**config.mk**
```make
export PLATFORM = sky130hd
export DESIGN_NAME = freq_ramp_gen
export DESIGN_NICKNAME = d
export VERILOG_FILES = /design/src/rtl/fr_pkg.sv /design/src/rtl/fr_rate_table.sv /design/src/rtl/fr_span.sv /design/src/rtl/fr_divider.sv /design/src/rtl/freq_ramp_gen.sv
export SDC_FILE = /design/constraint.sdc
export NUM_CORES = 1
export LEC_CHECK = 0
export ABC_CLOCK_PERIOD_IN_PS = 5720
export BUFFER_PORTS_ARGS = -buffer_cell sky130_fd_sc_hd__buf_2
export CAP_MARGIN = 40
export CORE_ASPECT_RATIO = 1.75
export CORE_MARGIN = 2
export CORE_UTILIZATION = 62
export DETAILED_ROUTE_END_ITERATION = 10
export GPL_TIMING_DRIVEN = 0
export PLACE_DENSITY = 0.82
export RECOVER_POWER = 100
export SKIP_LAST_GASP = 1
export SLEW_MARGIN = 20
export SYNTH_ARGS = -nofsm -noshare
export SYNTH_HDL_FRONTEND = slang
export SYNTH_SLANG_ARGS = --single-unit
```
**constraint.sdc**
```tcl
create_clock -name clk -period 5.72 [get_ports clk]
set_input_delay 0.286 -clock clk [delete_from_list [all_inputs] [get_ports clk]]
set_output_delay 0.286 -clock clk [all_outputs]
set_load 0.01 [all_outputs]
```
**src/rtl/fr_pkg.sv**
```systemverilog
package fr_pkg;
  typedef enum logic [1:0] {
    ST_IDLE = 2'd0,
    ST_DIV  = 2'd1,
    ST_RAMP = 2'd2
  } fr_state_e;
endpackage

```
**src/rtl/fr_rate_table.sv**
```systemverilog
module fr_rate_table #(
  parameter int W        = 32,
  parameter int RW       = 6,
  parameter int NRATE    = 40,
  parameter int BASE_INC = 1
) (
  input  logic [RW-1:0] code,
  output logic [W-1:0]  inc
);
  localparam logic [RW-1:0] TOP_CODE = RW'(NRATE - 1);

  function automatic logic [W-1:0] step_of(int idx);
    logic [W-1:0] m;
    m = W'(BASE_INC) * W'(4 + (idx % 4));
    return m << (idx / 4);
  endfunction

  logic [W-1:0] tbl [NRATE];

  for (genvar g = 0; g < NRATE; g++) begin : g_rate
    assign tbl[g] = step_of(g);
  end

  logic [RW-1:0] code_sat;
  assign code_sat = (code > TOP_CODE) ? TOP_CODE : code;
  assign inc      = tbl[code_sat];
endmodule

```
**src/rtl/fr_span.sv**
```systemverilog
module fr_span #(
  parameter int W = 32
) (
  input  logic [W-1:0] from_word,
  input  logic [W-1:0] to_word,
  output logic [W-1:0] mag,
  output logic         down,
  output logic         zero
);
  logic [W:0] diff;
  logic [W:0] negd;

  assign diff = {1'b0, to_word} - {1'b0, from_word};
  assign negd = ~diff + 1'b1;
  assign down = diff[W];
  assign mag  = down ? negd[W-1:0] : diff[W-1:0];
  assign zero = (from_word == to_word);
endmodule

```
**src/rtl/fr_divider.sv**
```systemverilog
module fr_divider #(
  parameter int W = 32
) (
  input  logic         clk,
  input  logic         rst_n,
  input  logic         go,
  input  logic [W-1:0] dividend,
  input  logic [W-1:0] divisor,
  output logic [W-1:0] quot,
  output logic [W-1:0] rem,
  output logic         fin
);
  localparam int CW = $clog2(W + 1);

  logic [CW-1:0] cnt;
  logic          running;
  logic [W-1:0]  dvs_q;
  logic [W:0]    shifted;
  logic [W:0]    trial;

  assign shifted = {rem, quot[W-1]};
  assign trial   = shifted - {1'b0, dvs_q};

  always_ff @(posedge clk or negedge rst_n) begin
    if (!rst_n) begin
      cnt     <= '0;
      running <= 1'b0;
      dvs_q   <= '0;
      quot    <= '0;
      rem     <= '0;
      fin     <= 1'b0;
    end else begin
      fin <= 1'b0;
      if (go) begin
        quot    <= dividend;
        rem     <= '0;
        dvs_q   <= divisor;
        cnt     <= CW'(W);
        running <= 1'b1;
      end else if (running) begin
        quot <= {quot[W-2:0], ~trial[W]};
        rem  <= trial[W] ? shifted[W-1:0] : trial[W-1:0];
        cnt  <= cnt - 1'b1;
        if (cnt == CW'(1)) begin
          running <= 1'b0;
          fin     <= 1'b1;
        end
      end
    end
  end

  // a finished division leaves a remainder below the divisor
  p_rem_below_div_r4: assert property (@(posedge clk) disable iff (!rst_n)
    fin |-> (rem < dvs_q));
endmodule

```
**src/rtl/freq_ramp_gen.sv**
```systemverilog
module freq_ramp_gen
  import fr_pkg::*;
#(
  parameter int W        = 32,
  parameter int RW       = 6,
  parameter int NRATE    = 40,
  parameter int BASE_INC = 1
) (
  input  logic          clk,
  input  logic          rst_n,
  input  logic          start,
  input  logic [W-1:0]  cur_word,
  input  logic [W-1:0]  tgt_word,
  input  logic [RW-1:0] rate_code,
  input  logic          tick,
  output logic [W-1:0]  out_word,
  output logic          busy,
  output logic          done
);
  fr_state_e    state;
  logic [W-1:0] inc_sel, inc_q;
  logic [W-1:0] span_mag;
  logic         span_down, span_zero;
  logic         down_q, fix_q;
  logic [W-1:0] tgt_q, steps_q;
  logic [W-1:0] div_quot, div_rem;
  logic         div_fin;
  logic         accept, div_go;

  fr_rate_table #(.W(W), .RW(RW), .NRATE(NRATE), .BASE_INC(BASE_INC)) u_rate (
    .code (rate_code),
    .inc  (inc_sel)
  );

  fr_span #(.W(W)) u_span (
    .from_word (cur_word),
    .to_word   (tgt_word),
    .mag       (span_mag),
    .down      (span_down),
    .zero      (span_zero)
  );

  assign accept = start && (state == ST_IDLE);
  assign div_go = accept && !span_zero;

  fr_divider #(.W(W)) u_div (
    .clk      (clk),
    .rst_n    (rst_n),
    .go       (div_go),
    .dividend (span_mag),
    .divisor  (inc_sel),
    .quot     (div_quot),
    .rem      (div_rem),
    .fin      (div_fin)
  );

  assign busy = (state != ST_IDLE);

  always_ff @(posedge clk or negedge rst_n) begin
    if (!rst_n) begin
      state    <= ST_IDLE;
      out_word <= '0;
      tgt_q    <= '0;
      inc_q    <= '0;
      down_q   <= 1'b0;
      steps_q  <= '0;
      fix_q    <= 1'b0;
      done     <= 1'b0;
    end else begin
      done <= 1'b0;
      unique case (state)
        ST_IDLE: begin
          if (accept) begin
            tgt_q    <= tgt_word;
            inc_q    <= inc_sel;
            down_q   <= span_down;
            out_word <= cur_word;
            if (span_zero) begin
              done <= 1'b1;
            end else begin
              state <= ST_DIV;
            end
          end
        end
        ST_DIV: begin
          if (div_fin) begin
            steps_q <= div_quot;
            fix_q   <= (div_rem != '0);
            state   <= ST_RAMP;
          end
        end
        ST_RAMP: begin
          if (steps_q == '0 && !fix_q) begin
            state <= ST_IDLE;
            done  <= 1'b1;
          end else if (tick) begin
            if (steps_q != '0) begin
              out_word <= down_q ? (out_word - inc_q) : (out_word + inc_q);
              steps_q  <= steps_q - 1'b1;
            end else begin
              out_word <= tgt_q;
              fix_q    <= 1'b0;
            end
          end
        end
        default: state <= ST_IDLE;
      endcase
    end
  end

  // done lasts a single cycle
  p_done_single_r8: assert property (@(posedge clk) disable iff (!rst_n)
    done |=> !done);

  // done coincides with the target on the output
  p_done_on_target_r8: assert property (@(posedge clk) disable iff (!rst_n)
    done |-> (out_word == tgt_q));

  // busy is low while done is reported
  p_done_idle_r8: assert property (@(posedge clk) disable iff (!rst_n)
    done |-> !busy);

  // no tick during a ramp leaves the output unchanged
  p_hold_without_tick_r7: assert property (@(posedge clk) disable iff (!rst_n)
    (state == ST_RAMP && !tick) |=> $stable(out_word));

  // a start during a ramp does not disturb the latched target
  p_start_ignored_r10: assert property (@(posedge clk) disable iff (!rst_n)
    (busy && start) |=> $stable(tgt_q));

  // equal words finish on the next cycle
  p_zero_done_r9: assert property (@(posedge clk) disable iff (!rst_n)
    (accept && cur_word == tgt_word) |=> done);
endmodule

```
# --- After elaboration in Yosys (flattened, before gate mapping) ---
# Memory sizes are Yosys's and may differ from the RTL's.
# Cells that the tools add are included.
op_classes:
  addsub: 7
  magnitude_cmp: 2
  eq_ne: 12
  muxes: 42
  bitwise_logic: 3
  n_reduce_logical: 18
op_table:
  columns: ["op", "n"]
  rows:
  - ["2-to-1 mux 32 bit", 17]
  - ["one-hot mux 32 bit (2 select lines)", 2]
  - ["nonzero test 32 bit", 2]
  - ["subtractor 32 x 32 -> 33 bit", 1]
  - ["subtractor 33 x 32 -> 33 bit", 1]
  - ["adder 32 x 1 -> 32 bit (second input constant)", 1]
  - ["adder 32 bit", 1]
  - ["equality test 32 bit", 1]
  - ["zero test 32 bit", 1]
  - ["NOT 32 bit", 1]
  - ["subtractor 32 x 1 -> 32 bit (second input constant)", 1]
  - ["subtractor 32 bit", 1]
  - ["2-to-1 mux 6 bit", 3]
  - ["inequality test 2 bit (second input constant)", 7]
  - ["2-to-1 mux 1 bit", 13]
  - ["AND reduction 5 bit", 2]
  - ["2-to-1 mux 2 bit", 4]
  - ["AND reduction 4 bit", 2]
  - ["nonzero test 2 bit", 4]
  - [">= comparator 7 bit (second input constant)", 1]
  - ["NOT 6 -> 7 bit", 1]
  - ["equality test 6 x 1 -> 1 bit (second input constant)", 1]
  - ["> comparator 6 bit (second input constant)", 1]
  - ["one-hot mux 2 bit (3 select lines)", 1]
  - ["other kinds (10)", 14]
word_totals:
  reg_bits: 237
  rom_bits: 2048
  in_bits: 74
  output_inout_bits: 34
  word_cells: 99
  mem_count: 1
mem_list:
  columns: ["name", "depth", "width", "rd", "rd_ports_with_merged_regs", "wr", "line", "rtl"]
  rows:
  - ["(no name shown)", 64, 32, 1, 0, 0, "fr_rate_table.sv:26", "assign inc = tbl[code_sat];"]

# --- Longest topological paths before layout ---
depth:
  word_depth: 6
  ltp_mapped: 18
  ltp_nobuf: 18

# --- Modules after synthesis ---
# Synthesis repeated with hierarchy kept, for this count alone.
hier_totals:
  cells_unflattened: 2290
  area_unflattened_um2: 18222.5
modules_own_cells:
  columns: ["module", "n_inst", "cells_each", "area_each_um2", "seq_area_each_um2"]
  rows:
  - ["freq_ramp_gen", 1, 1103, 8633.3, 3328.2]
  - ["fr_divider", 1, 715, 6512.5, 2602.5]
  - ["fr_span", 1, 419, 2745.1, 0.0]
  - ["fr_rate_table", 1, 53, 331.6, 0.0]

# --- Worst setup path after synthesis ---
# No wires, ideal clock.
synth_timing:
  kind: "register to register"
  from: "register inc_q[3]"
  to: "register out_word[24]"
  setup_time_ps: 118
  t_arrival_ps: 4255
  required_ps: 5602
  slack_ps: 1347
  path_stages_with_launch: 16
  path_buffers: 0
  path_cell_list: "dfrtp_1 > nor2_1 > nor4b_1 > a21oi_1 > xnor2_1 > ha_1 > and3_1 > a221o_1 > a221oi_1 > o31a_1 > o21ai_1 > a21o_1 > a21o_1 > o311ai_0 > a31oi_1 > a21o_1"
synth_between:
  elab_chain_cells: 6
  elab_cells_between_ends: 7
  classes_between: "2 x add/sub; 5 x mux"
synth_rtl:
  columns: ["element", "line", "rtl"]
  rows:
  - ["from (decl)", "freq_ramp_gen.sv:21", "logic [W-1:0] inc_sel, inc_q;"]
  - ["from (signal assigned)", "freq_ramp_gen.sv:75", "inc_q <= inc_sel;"]
  - ["adder 32 bit / subtractor 32 bit (equally long branches)", "freq_ramp_gen.sv:98", "out_word <= down_q ? (out_word - inc_q) : (out_word + inc_q);"]
  - ["2-to-1 mux 32 bit (*)", "freq_ramp_gen.sv:98", null]
  - ["2-to-1 mux 32 bit (*)", "freq_ramp_gen.sv:97", "if (steps_q != '0) begin"]
  - ["2-to-1 mux 32 bit (*)", "freq_ramp_gen.sv:96", "end else if (tick) begin"]
  - ["2-to-1 mux 32 bit (*)", "freq_ramp_gen.sv:93", "if (steps_q == '0 && !fix_q) begin"]
  - ["one-hot mux 32 bit (2 select lines) (*)", "freq_ramp_gen.sv:71", "unique case (state)"]
  - ["to (signal assigned)", "freq_ramp_gen.sv:77", "out_word <= cur_word;"]
  - ["to (signal assigned)", "freq_ramp_gen.sv:98", null]
  - ["to (signal assigned)", "freq_ramp_gen.sv:101", "out_word <= tgt_q;"]
  - ["to (decl)", "freq_ramp_gen.sv:16", "output logic [W-1:0] out_word,"]
# Mark *: on every way between the ends. The rest lies on a longest branch, timed or not. The select of a mux whose other input is x is not followed.
# A chain may end at the register's enable or synchronous reset.

# --- Worst setup path in the final report ---
layout_timing:
  from: "register inc_q[0]"
  to: "register out_word[28]"
# Same word-level chain as after synthesis.

==> out/metrics.yaml <==
ctsHtreeMaxLevel: 4
crit_fanout: 8
top_layer_used: "met4"
root_buffer: "clkbuf_16"
clock_path_buffers: 2
clkPwrFrac_pct: 38.3
min_period_ns: 4.99
first_pass_iters: 5
hold_path_depth: 2
antenna_found_initial: 0
max_freq_ghz: 0.200
min_to: "out_word[29]"
cts_resized: 0
wl_um: 47800
grt_usage_pct: 38.4
synthTopCellsByArea: "dfrtp_1 33%, ha_1 6.9%, o21ai_0 6.9%"
worst-setup-path-type: "reg2reg"
dieHeight_um: 210
synth_ff_type: "dfrtp_1"
globalRouteOverflowTotal: 0
hpwl_um: 37500
power.density_nw_per_um2: 201
cp-end-kind: "flip-flop"
status: "finished, violations left"
wl_met3_um: 2220
avgSynthCellArea_um2: 8.20
ys_seq_area_share_pct: 32.8
synth_cells: 1833
fin_skew_ns: 0.0139
hp-class: "in2reg"
setup_viol: 0
drive_gt1_share_pct: 10.6
num_antenna_cells: 0
synth_largest_area_cell: "dfrtp_1"
async_reset_ff_share_pct: 100
power_frac_seq_pct: 43.2
dieArea_um2: 25600
power.switching_uw: 1010
intPower_uw: 2310
tritoncts: "done"
slew_headroom_pct: -182
core_area_um2: 23900
clk_latency_ns: 0.48
vias: 14390
power.leakage_uw: 0.00718
grt_max_degree: 100
cts_buffers: 17
post-route-period-util_pct: 87.2
r2r_slack_ns: 0.73
rows: 75
arrival_ns: 5.34
start_util_pct: 62.8
synth_cell_types: 89
p_total_uw: 3320
met1_length_um: 16900
place_congestion: 0.992
ios: 108
max-vdd-ir-drop_uv: 258
setup_ws_ns: 0.729
worst_pin_slew_ns: 4.22
synth_top_area_share_pct: 32.8
critical_path_required_ns: 6.07
maxSlewViolCount: 199
path_clk_slew_ns: 0.08
antenna_left: 0
whs_ns: 0.0450
wl_met2_um: 23600
wl_per_cell_um: 20.9
rsz0062_at_grt: "no"
grt_pass1_wl_um: 75300
combPwrFrac_pct: 18.5
r2r-end: "out_word[28]"
violations: "capacitance limit, slew limit"
portBuffers: 105
setup-tns-final_ns: 0
cap_violations: 2
syn2layout_area_growth_pct: 9.84
fillerInstances: 2050
worstSetupStartpointType: "flip-flop"
netSwitchingFraction_pct: 30.5
synth_edf_count: 0
syn_nets: 1993
ys_seq_elements: 197
dp_worst_setup_slack_ns: 0.652
finalHoldViolCount: 0
cts_sinks: 197
drc: 0
r2r-start: "inc_q[0]"
drt-initial-drc-count: 1058
min_from: "tick"
r2r_cells: 18
syn-cell-area_um2: 15000
final_nets: 2126
synth_warnings: 0
die_x_um: 122
grt_pass1_vias: 14446
via_per_inst: 6.29
-- placed cells by master, fill, tap and decap left out, types with 13 or more instances in the layout --
master,synthesis,layout
a21oi_1,178,178
clkbuf_16,0,17
mux2_2,35,35
nor2_1,136,136
and3_1,14,14
a21o_1,39,39
nor3_1,46,46
or3_1,14,14
o211ai_1,26,26
mux2i_1,30,30
o21ai_0,207,221
nor2b_1,13,13
nand2b_1,16,16
nor4_1,26,28
nand3_1,40,40
xnor2_1,83,84
buf_2,10,77
nand2_1,194,194
ha_1,83,83
a31oi_1,28,29
clkbuf_1,70,116
xor2_1,39,39
dfrtp_1,197,197
inv_1,86,86
a211oi_1,14,14
-- worst max-delay path by stage --
stage / startpoint / end / slack (ns) / depth (start not counted)
finish: inc_q[0] / out_word[28] / 0.73 / 18
global route: rst_n / tgt_q[29] / 0.27 / 3
CTS: inc_q[6] / out_word[23] / 0.61 / 16
detailed placement: inc_q[6] / out_word[23] / 0.65 / 16
global placement: inc_q[2] / out_word[31] / 0.08 / 16
floorplan: inc_q[3] / out_word[24] / 1.35 / 15
-- through the flow --
stage | cell area [um^2] | std cells | utilization [%]
after floorplan | 15000 | 1833 | -
after global placement | 16000 | 2246 | 66.7
after detailed placement | 16100 | 2252 | 67.1
after CTS | 16700 | 2285 | 69.7
after global routing | 16500 | 2287 | 69.0
final | 16500 | 2287 | 69.0
-- power groups by stage --
stage | combinational, uW | clock, uW | sequential, uW
finish | 615 | 1270 | 1440
global route | 677 | 1320 | 1440
CTS | 621 | 1270 | 1430
detailed placement | 613 | 0 | 1460
global placement | 602 | 0 | 1460
floorplan | 430 | 0 | 1460
-- final cells by class --
| class | count | area [um^2] | share of cell area [%] |
|---|---|---|---|
| plain buffers | 99 | 417 | 2.52 |
| well taps | 308 | 385 | 2.33 |
| clock inverters | 14 | 170 | 1.03 |
| clock buffers | 18 | 439 | 2.66 |
| flip-flops and latches | 197 | 4930 | 29.8 |
| inverters | 87 | 327 | 1.98 |
| multi-input cells | 1450 | 9300 | 56.3 |
| repair buffers | 114 | 557 | 3.37 |
-- repair_timing --
action	CTS	global route
setup endpoints to repair	0	0
hold buffers	1	0
hold endpoints to repair	197	0
setup buffers	0	0
-- worst max-delay path, stage by stage, from the launching register on --
cell      delay, ns
dfrtp_1        0.46
inv_1          0.09
ha_1           0.19
nand2_1        0.06
nor2_1         0.47
a21oi_1        0.20
xnor2_1        0.17
ha_1           0.31
and3_1         0.20
a221o_1        0.37
a221oi_1       0.60
o31a_1         0.31
o21ai_0        0.22
a31oi_1        0.46
o311a_1        0.30
xor2_1         0.18
o21ai_0        0.09
o21ai_0        0.08
o21ai_0        0.09
-- kinds of logic after synthesis --
| group | Yosys count | share of synthesized area, % |
|---|---|---|
| and+or+nand+nor | 572 | 18.9 |
| adders and majority gates | 86 | 7.30 |
| DFF | 197 | 32.8 |
| muxes | 65 | 4.62 |
| buffers and inverters | 186 | 5.08 |
| xor gates and xnor gates | 124 | 7.32 |
| AOI/OAI and AO/OA | 603 | 24.0 |
-- flip-flops by register name, summed over array words and instances, names as in the netlist, 2 cells and up --
name / count
u_div.cnt: 6
steps_q: 32
state: 2
tgt_q: 32
inc_q: 12
u_div.dvs_q: 12
u_div.quot: 32
out_word: 32
u_div.rem: 32
-- Yosys cell counts, types with 16 or more instances --
cell type and count:
inv_1 86, nor3_1 46, nor2_1 136, o21ai_0 207, a31oi_1 28, nand2_1 194
nor4_1 26, mux2i_1 30, o211ai_1 26, nand2b_1 16, a21o_1 39, mux2_2 35
ha_1 83, xor2_1 39, a21oi_1 178, nand3_1 40, clkbuf_1 70, xnor2_1 83
dfrtp_1 197
-- routing by layer --
| metal | GRT usage [%] | up-vias |
|---|---|---|
| li1 | - | 6856 |
| met4 | 34.3 | 0 |
| met2 | 66.1 | 525 |
| met1 | 39.7 | 6800 |
| met5 | 0 | - |
| met3 | 5.60 | 209 |
(Power assumes the default switching activity.)
